$ cat src/rtl/rsqrt_pkg.sv
package rsqrt_pkg;
  localparam int WORD_W    = 32;
  localparam int EXP_W     = 8;
  localparam int FRAC_W    = 23;
  localparam int IDX_W     = 7;
  localparam int EST_W     = 8;
  localparam int TBL_N     = 1 << IDX_W;
  localparam int EXP_SUM   = 380;
  localparam int BIG_EXP   = 253;
  localparam int STEP_FINE = 512;
  localparam int STEP_CRS  = 256;
  localparam logic [WORD_W-1:0] QNAN_WORD = 32'h7FC0_0000;

  typedef enum logic [2:0] {
    CL_NORM,
    CL_NEG,
    CL_BIG,
    CL_ZERO,
    CL_NAN
  } op_class_e;

  // Nearest integer s to 2^EST_W / sqrt((q+0.5)/den), solved exactly:
  // largest s with (2s-1)^2 * (2q+1) <= 2^(2*EST_W+3) * den
  function automatic logic [EST_W-1:0] rsq_entry(input int idx, input int den);
    longint q, rhs, lhs;
    int best;
    q    = longint'(TBL_N + idx);
    rhs  = (longint'(1) << (2 * EST_W + 3)) * longint'(den);
    best = 1 << EST_W;
    for (int s = (1 << EST_W); s < (2 << EST_W); s++) begin
      lhs = longint'(2 * s - 1) * longint'(2 * s - 1) * (2 * q + 1);
      if (lhs <= rhs) best = s;
    end
    return best[EST_W-1:0];
  endfunction
endpackage

$ cat src/rtl/rsqrt_classify.sv
module rsqrt_classify
  import rsqrt_pkg::*;
(
  input  logic [WORD_W-1:0] word_i,
  output op_class_e         cls_o
);
  logic              sgn;
  logic [EXP_W-1:0]  ex;
  logic [FRAC_W-1:0] fr;
  logic              is_zero, is_nan, is_big;

  assign sgn     = word_i[WORD_W-1];
  assign ex      = word_i[FRAC_W +: EXP_W];
  assign fr      = word_i[FRAC_W-1:0];
  // exponent field 0 covers subnormals: flushed to zero
  assign is_zero = (ex == '0);
  assign is_nan  = (ex == '1) && (fr != '0);
  assign is_big  = (ex >= EXP_W'(BIG_EXP)) && !is_nan;

  always_comb begin
    if (sgn && !is_zero && !is_nan) cls_o = CL_NEG;
    else if (is_big)                cls_o = CL_BIG;
    else if (is_zero)               cls_o = CL_ZERO;
    else if (is_nan)                cls_o = CL_NAN;
    else                            cls_o = CL_NORM;
  end
endmodule

$ cat src/rtl/rsqrt_lut.sv
module rsqrt_lut
  import rsqrt_pkg::*;
#(
  parameter int STEP = 512
) (
  input  logic [IDX_W-1:0] idx_i,
  output logic [EST_W-1:0] est_o
);
  logic [EST_W-1:0] tbl [TBL_N];

  for (genvar i = 0; i < TBL_N; i++) begin : g_ent
    localparam logic [EST_W-1:0] ENT = rsq_entry(i, STEP);
    assign tbl[i] = ENT;
  end

  assign est_o = tbl[idx_i];
endmodule

$ cat src/rtl/rsqrt_est.sv
module rsqrt_est
  import rsqrt_pkg::*;
(
  input  logic              clk_i,
  input  logic              rst_ni,
  input  logic              in_valid_i,
  input  logic [WORD_W-1:0] in_data_i,
  output logic              out_valid_o,
  output logic [WORD_W-1:0] out_data_o
);
  localparam int DIFF_W = EXP_W + 1;

  op_class_e         cls;
  logic [EXP_W-1:0]  ex;
  logic [IDX_W-1:0]  idx;
  logic [EST_W-1:0]  est_fine, est_crs, est_sel;
  logic [DIFF_W-1:0] exp_diff;
  logic [EXP_W-1:0]  res_exp;
  logic [WORD_W-1:0] nxt_data;

  assign ex  = in_data_i[FRAC_W +: EXP_W];
  assign idx = in_data_i[FRAC_W-1 -: IDX_W];

  rsqrt_classify u_cls (
    .word_i (in_data_i),
    .cls_o  (cls)
  );

  // odd exponent: mantissa in [0.25,0.5), 1/512 steps
  rsqrt_lut #(.STEP(STEP_FINE)) u_lut_odd (
    .idx_i (idx),
    .est_o (est_fine)
  );

  // even exponent: mantissa in [0.5,1), 1/256 steps
  rsqrt_lut #(.STEP(STEP_CRS)) u_lut_even (
    .idx_i (idx),
    .est_o (est_crs)
  );

  assign est_sel  = ex[0] ? est_fine : est_crs;
  assign exp_diff = DIFF_W'(EXP_SUM) - {1'b0, ex};
  assign res_exp  = exp_diff[DIFF_W-1:1];

  always_comb begin
    unique case (cls)
      CL_NEG:  nxt_data = QNAN_WORD;
      CL_BIG:  nxt_data = '0;
      CL_ZERO: nxt_data = {in_data_i[WORD_W-1], {EXP_W{1'b1}}, {FRAC_W{1'b0}}};
      CL_NAN:  nxt_data = in_data_i;
      default: nxt_data = {1'b0, res_exp, est_sel, {(FRAC_W-EST_W){1'b0}}};
    endcase
  end

  always_ff @(posedge clk_i or negedge rst_ni) begin
    if (!rst_ni) begin
      out_valid_o <= 1'b0;
      out_data_o  <= '0;
    end else begin
      out_valid_o <= in_valid_i;
      if (in_valid_i) out_data_o <= nxt_data;
    end
  end
endmodule

$ cat config.mk
export PLATFORM = sky130hd
export DESIGN_NAME = rsqrt_est
export DESIGN_NICKNAME = d
export VERILOG_FILES = /design/src/rtl/rsqrt_pkg.sv /design/src/rtl/rsqrt_classify.sv /design/src/rtl/rsqrt_lut.sv /design/src/rtl/rsqrt_est.sv
export SDC_FILE = /design/constraint.sdc
export NUM_CORES = 1
export LEC_CHECK = 0
export BUFFER_PORTS_ARGS = -buffer_cell sky130_fd_sc_hd__buf_2
export CORE_MARGIN = 10
export CORE_UTILIZATION = 61
export DETAILED_ROUTE_END_ITERATION = 7
export PLACE_DENSITY = 0.83
export SYNTH_ARGS = -nofsm -noshare
export SYNTH_HDL_FRONTEND = slang
export SYNTH_SLANG_ARGS = --single-unit
$ cat constraint.sdc
create_clock -name clk_i -period 1.6 [get_ports clk_i]
set_input_delay 0.32 -clock clk_i [delete_from_list [all_inputs] [get_ports clk_i]]
set_output_delay 0.32 -clock clk_i [all_outputs]
set_load 0.05 [all_outputs]
==> results, run 1 <==
- The cell with the most instances after synthesis is nand2_1.
- A synthesized cell averages 8.07 um2.
- Entering global routing, the biggest net connects 34 pins.
- The CTS buffer count is 5.
- The cell count after synthesis came out at 427.
- 68 I/O pins were placed.
- The first error in the log reads "[ERROR GRT-0232] Routing congestion too high. Check the congestion heatmap in the GUI".
- The site row count is 27.
- The clock passes through at most 2 buffers.
- By area the synthesized netlist is led by dfrtp_1 24%, ha_1 6.9%, o2bb2ai_1 6.4%.
- The total global-route track usage is 79.8%.
- After synthesis, the most frequently instantiated cells are 38 x nand2_1, 33 x dfrtp_1, 26 x nor2_1, 25 x clkbuf_1, 25 x o2bb2ai_1.
- Of the synthesized area, sequential elements account for 24.0%.
- The aggregate global routing overflow is 263.
- The worst endpoint pin kind is a sequential cell input.
- The starting density of the core is 62.6%.
- In the synthesized netlist the async set-or-reset flop fraction comes to 100%.
- The number of nets handed over by synthesis was 481.
- The placed instances occupy a cell area of 4490 um2.
- For this run, the leading register cell type out of synthesis is dfrtp_1.
- In this run the tool buffered the top-level ports with 67 buffer cells.
- Yosys printed 0 warnings.
- Synthesis inferred 33 register bits.
- Detailed placement ended at an HPWL of 9980 um.
- The largest total area in the synthesized netlist belongs to dfrtp_1.
- The run ended at global routing (5_1_grt).
- The distinct cell type count after synthesis is 58.
- When the last timing repair stopped, the worst path ended at out_data_o[19]$_DFFE_PN0P_/D.
- The TritonCTS sink count is 33.
- The congestion estimate from routability-driven global placement came to 1.04.
- In this run the horizontal extent of the chip is 95.2 um.
- The synthesized design contains 0 enable-type register cells.
- In this run the vertical extent of the chip is 95.2 um.
- The summed instance area of the synthesized netlist is 3450 um2.
- The flow did not finish.
- The master cell of the clock root buffer is clkbuf_8.
- The post-placement setup slack is -0.739 ns.
- The cell total after placement is 618.
- The share of the synthesized area in the top cell type is 24.0%.
- CTS built an H-tree with a depth of 2.
[repair_timing]
item / CTS
hold buffers: 0
pin swaps: 28
gates cloned: 1
endpoints found under the setup margin: 29
buffers inserted: 8
gates resized for setup: 67
[cells by family after synthesis]
group	Yosys count	synth area share, %
fa+ha+maj	19	6.90
buf+inv	61	7.52
xor+xnor	8	2.03
flops	33	24.0
mux	18	7.52
compound gates	148	31.8
simple gates	140	20.3
[metal layers]
layer  GRT usage [%]  GRT overflow
met1            74.9             4
met2            95.5           159
met3            69.1            12
met4            87.5            86
met5            26.1             2
[metrics by stage]
stage	util, %	setup TNS, ns
after CTS	90.2	-3.53
after detailed placement	81.5	-14.09
after global placement	81.5	-11.42
after floorplan	-	-8.13
==> run 2, diff against run 1 <==
CORE_UTILIZATION = 40   (was 61)
PLACE_DENSITY = not set   (was 0.83)
PLACE_DENSITY_LB_ADDON = 0.15   (was not set)
==> run 2 against run 1 <==
The flow now finishes, with violations (negative setup slack). Synthesized cell count did not move. Area after synthesis is the same.
==> results, run 2 <==
- The post-placement setup slack is -0.721 ns (was -0.739 ns).
- Walking the worst path, the cells encountered are buf_8 -> inv_8 -> ha_4 -> ha_4 -> or3b_1 -> o211ai_1 -> o311ai_1 -> mux4_2 -> nor2b_4 -> o22a_1.
- The distinct cell type count after synthesis was 58 (unchanged).
- The aggregate global routing overflow is 0.
- The maximum clock path buffer count is 2 (unchanged).
- The CTS buffer count was 5 (unchanged).
- The most numerous cell on the critical path is ha_4.
- The count of warnings emitted by yosys is 0 (unchanged).
- Leaving out fill and tap cells, the most frequent cells in the layout are 102 x buf_4, 63 x buf_2, 35 x nand2_1.
- The total half-perimeter wirelength after legalization and detailed placement is 9610 um (was 9980 um).
- The synthesized net count is 481 (unchanged).
- The share of the synthesized area in the top cell type is 24.0% (unchanged).
- The die width is 113 um (was 95.2 um).
- The hold buffer count at CTS is 0 (unchanged).
- The cell taking the most area after synthesis is dfrtp_1 (unchanged).
- In the routed layout, each cell is associated on average with a via count of 5.87.
- The part of the power in registers is 29.3%.
- The number of enable flip-flop cells after synthesis is 0 (unchanged).
- The cell area after placement is 4710 um2 (was 4490 um2).
- Outcome: finished, violations left (was did not finish).
- The die extent in y is 113 um (was 95.2 um).
- The largest registers in the layout are out_data_o (32), out_valid_o (1).
- The simple-gate portion of the synthesized area is 20.3% (unchanged).
- The number of buffers and inverters on the critical path is 2.
- For the worst-skew pair, the clock arrives at the later sink with an insertion delay of 0.30 ns.
- The final reports fail on negative setup slack.
- The transition time at the pin with the least slew margin is 0.433 ns.
- Per report_power, the clock group accounts for 26.6% of the total.
- The clock-pin slew of the registers on the worst-case setup and hold paths is 0.08 ns.
- The starting density of the core is 41.5% (was 62.6%).
- The summed instance area of the synthesized netlist was 3450 um2 (unchanged).
- The master cell of the clock root buffer is clkbuf_8 (unchanged).
- Along the worst path, the maximum fanout reaches 3.
- The number of storage elements in the synthesis netlist is 33 (unchanged).
- The switching power is 0.00115 W.
- The cell-internal power is 0.00194 W.
- The combinational family with the most area after synthesis is compound AO/OA/AOI/OAI gates (unchanged).
- The share of synthesized area spent on multiplexers was 7.52% (unchanged).
- Most instantiated cells after synthesis: 38 x nand2_1, 33 x dfrtp_1, 26 x nor2_1, 25 x clkbuf_1, 25 x o2bb2ai_1 (unchanged).
- The async set or reset register ratio after synthesis is 100% (unchanged).
- The share of the yosys chip area belonging to registers is 24.0% (unchanged).
- The largest delay contributor family on the critical path is simple AND/OR/NAND/NOR gates.
- The gate count after technology mapping is 427 (unchanged).
- The cell with the most instances after synthesis is nand2_1 (unchanged).
- The first global-routing pass estimated 20700 um of wire.
- Setup slack on the worst reg-to-reg path comes out at 0.78 ns.
- The routability-driven placement congestion ratio came to 0.963 (was 1.04).
- The growth of design area from synthesis to finish is 53.4%.
- Between clock sinks in the finished design, the worst skew comes to 0 ns.
- Setup slack on the critical path of the routed design comes to -0.324 ns.
- Before antenna repair, the detailed router went through 5 iterations.
- The synthesized area per cell is 8.07 um2 (unchanged).
- The largest net degree at the start of global routing is 34.
- The site row count is 33 (was 27).
- The maximum level of the CTS H-tree is 2 (unchanged).
- The flip-flop cell with the highest count after synthesis is dfrtp_1 (unchanged).
- The number of global-route vias before repair was 4048.
- The hold violation count in the final report is 0.
- The arrival time at the worst endpoint is 2.11 ns.
- The post-route standard cell area excluding fillers is 5290 um2.
- The worst path in the final design needs a cycle of 1.92 ns, including I/O delays and setup.
- The count of pins over their slew limit came to 0.
- TritonCTS built the clock tree.
- Power spread over the standard cell area amounts to 586 nW/um2.
- For this block, the routed nets add up to 12900 um of wire.
- The compound-cell area share of the yosys netlist is 31.8% (unchanged).
- The most flop-heavy register is out_data_o.
- The fraction of the mapped netlist area in adder cells came to 6.90% (unchanged).
- The switching share of total power is 37.3%.
- At the worst endpoint, the required time is 1.78 ns.
- The number of vias after detailed routing is 4016.
- The count of input and output buffers came to 67 (unchanged).
- The detail route stage leaves a number of antenna-violating nets equal to 0.
- Combinational cells account for 44.1% of the total power.
- Setup violations remaining at the end of the flow were counted as 17.
- The library cell contributing the largest single delay on the critical path is mux4_2.
- The floorplan step defined a core boundary enclosing 8300 um2.
- IR analysis of the VDD net gives a maximum drop of 0.437 mV.
- In this run, the number of DRC markers left after iteration 0 of detailed routing was 254.
- The static power due to leakage is 2.35 nW.
- The delay contributed by the slowest stage of the critical path is 0.48 ns.
- The TritonCTS sink count is 33 (unchanged).
- The die area is 12700 um2.
- The element type at the critical path start is an input pin.
- The number of ports placed on the die boundary was 68 (unchanged).
- The worst slew slack as a fraction of its limit is 71.1%.
- Across every metal layer, demand over resource in global routing totals 19.3%.
- Static timing analysis puts the maximum clock frequency at 520 MHz.
- The critical path is of the in2reg type.
- In the finished design, the share of the clock period the worst path needs comes to 120%.
- Setup repair after global routing could not meet its margin everywhere.
- The xor/xnor cell area share of the yosys netlist is 2.03% (unchanged).
- The total number of nets in the final design is 631.
- Cells taking the most area after synthesis: dfrtp_1 24%, ha_1 6.9%, o2bb2ai_1 6.4% (unchanged).
- STA classifies the critical path endpoint as a flip-flop.
- The max-capacitance violation count is 0.
- The type of the worst min-delay path is in2async.
- The share of cells above drive strength 1 is 46.0%.
- The DRC violation count after routing is 0.
- The number of flip-flops in the largest register is 32.
- The routed length per instance is 18.9 um.
- The most common cell after layout, fill and taps aside is buf_4.
- The initial antenna violation count came to 1.
[run 2: cell counts after synthesis]
No cell type changed its count.
[run 2: path summary, 6_finish.rpt]
path / startpoint / end / depth (start not counted)
setup / recovery: in_data_i[17] / out_data_o[19] / 10
hold / removal: rst_ni / out_data_o[29] / 2
setup reg to reg: out_data_o[15] / out_data_o[15] / 2
hold reg to reg: out_data_o[6] / out_data_o[6] / 1
max in group asynchronous: rst_ni / out_data_o[13] / 2
min in group clk_i: in_data_i[4] / out_data_o[4] / 3
[run 2: area by class of cell]
cell class | instances | area (um2)
Fill cell | 709 | 3010
Multi-Input combinational cell | 333 | 2710
Inverter | 17 | 81.3
Antenna cell | 1 | 2.50
Clock buffer | 5 | 68.8
Tap cell | 105 | 131
Timing Repair Buffer | 187 | 1420
Sequential cell | 33 | 826
Clock inverter | 3 | 46.3
[run 2: kinds of logic (layout without fill, tap and decap cells)]
| kind of cell | Yosys count | in the layout |
|---|---|---|
| mux | 18 | 18 |
| other cells | 0 | 1 |
| buf+inv | 61 | 212 |
| xor+xnor | 8 | 8 |
| flops | 33 | 33 |
| compound gates | 148 | 148 |
| fa+ha+maj | 19 | 19 |
| simple gates | 140 | 140 |
[run 2: repair_timing]
| action | 4_1_cts | 5_1_grt |
|---|---|---|
| setup buffers | 7 | 3 |
| endpoints found under the setup margin | 29 | 29 |
| gates resized for setup | 67 | 27 |
| pin swaps | 26 | 24 |
[run 2: power by group through the flow]
stage	clock (W)	sequential (W)	combinational [W]
after CTS	0.000831	0.000907	0.00131
after detailed placement	0	0.000918	0.00121
after global routing	0.000874	0.000914	0.00147
after floorplan	0	0.00108	0.000566
after global placement	0	0.000919	0.00121
final	0.000823	0.000908	0.00137
[run 2: layer usage]
metal	global-route usage [%]	wire length [um]	share of wire, %
met4	5.16	214	1.7
met1	24.4	5690	44
met5	0	0	0
met2	32.7	6310	49
met3	3.38	740	5.7
[run 2: metrics by stage]
stage          hold WS (ns)  setup TNS, ns  utilization, %  total power [W]  instances
2_1_floorplan        0.0244          -8.13               -          0.00165        427
3_3_place_gp          0.368         -12.96            56.7          0.00213        666
3_5_place_dp          0.372         -13.49            56.7          0.00213        666
4_1_cts              0.0492          -1.74            62.2          0.00305        681
5_1_grt              0.0579          -4.12            63.7          0.00326        683
6_report             0.0355          -2.81            63.7          0.00310        684
No activity file was read; power rests on OpenSTA's default activity.
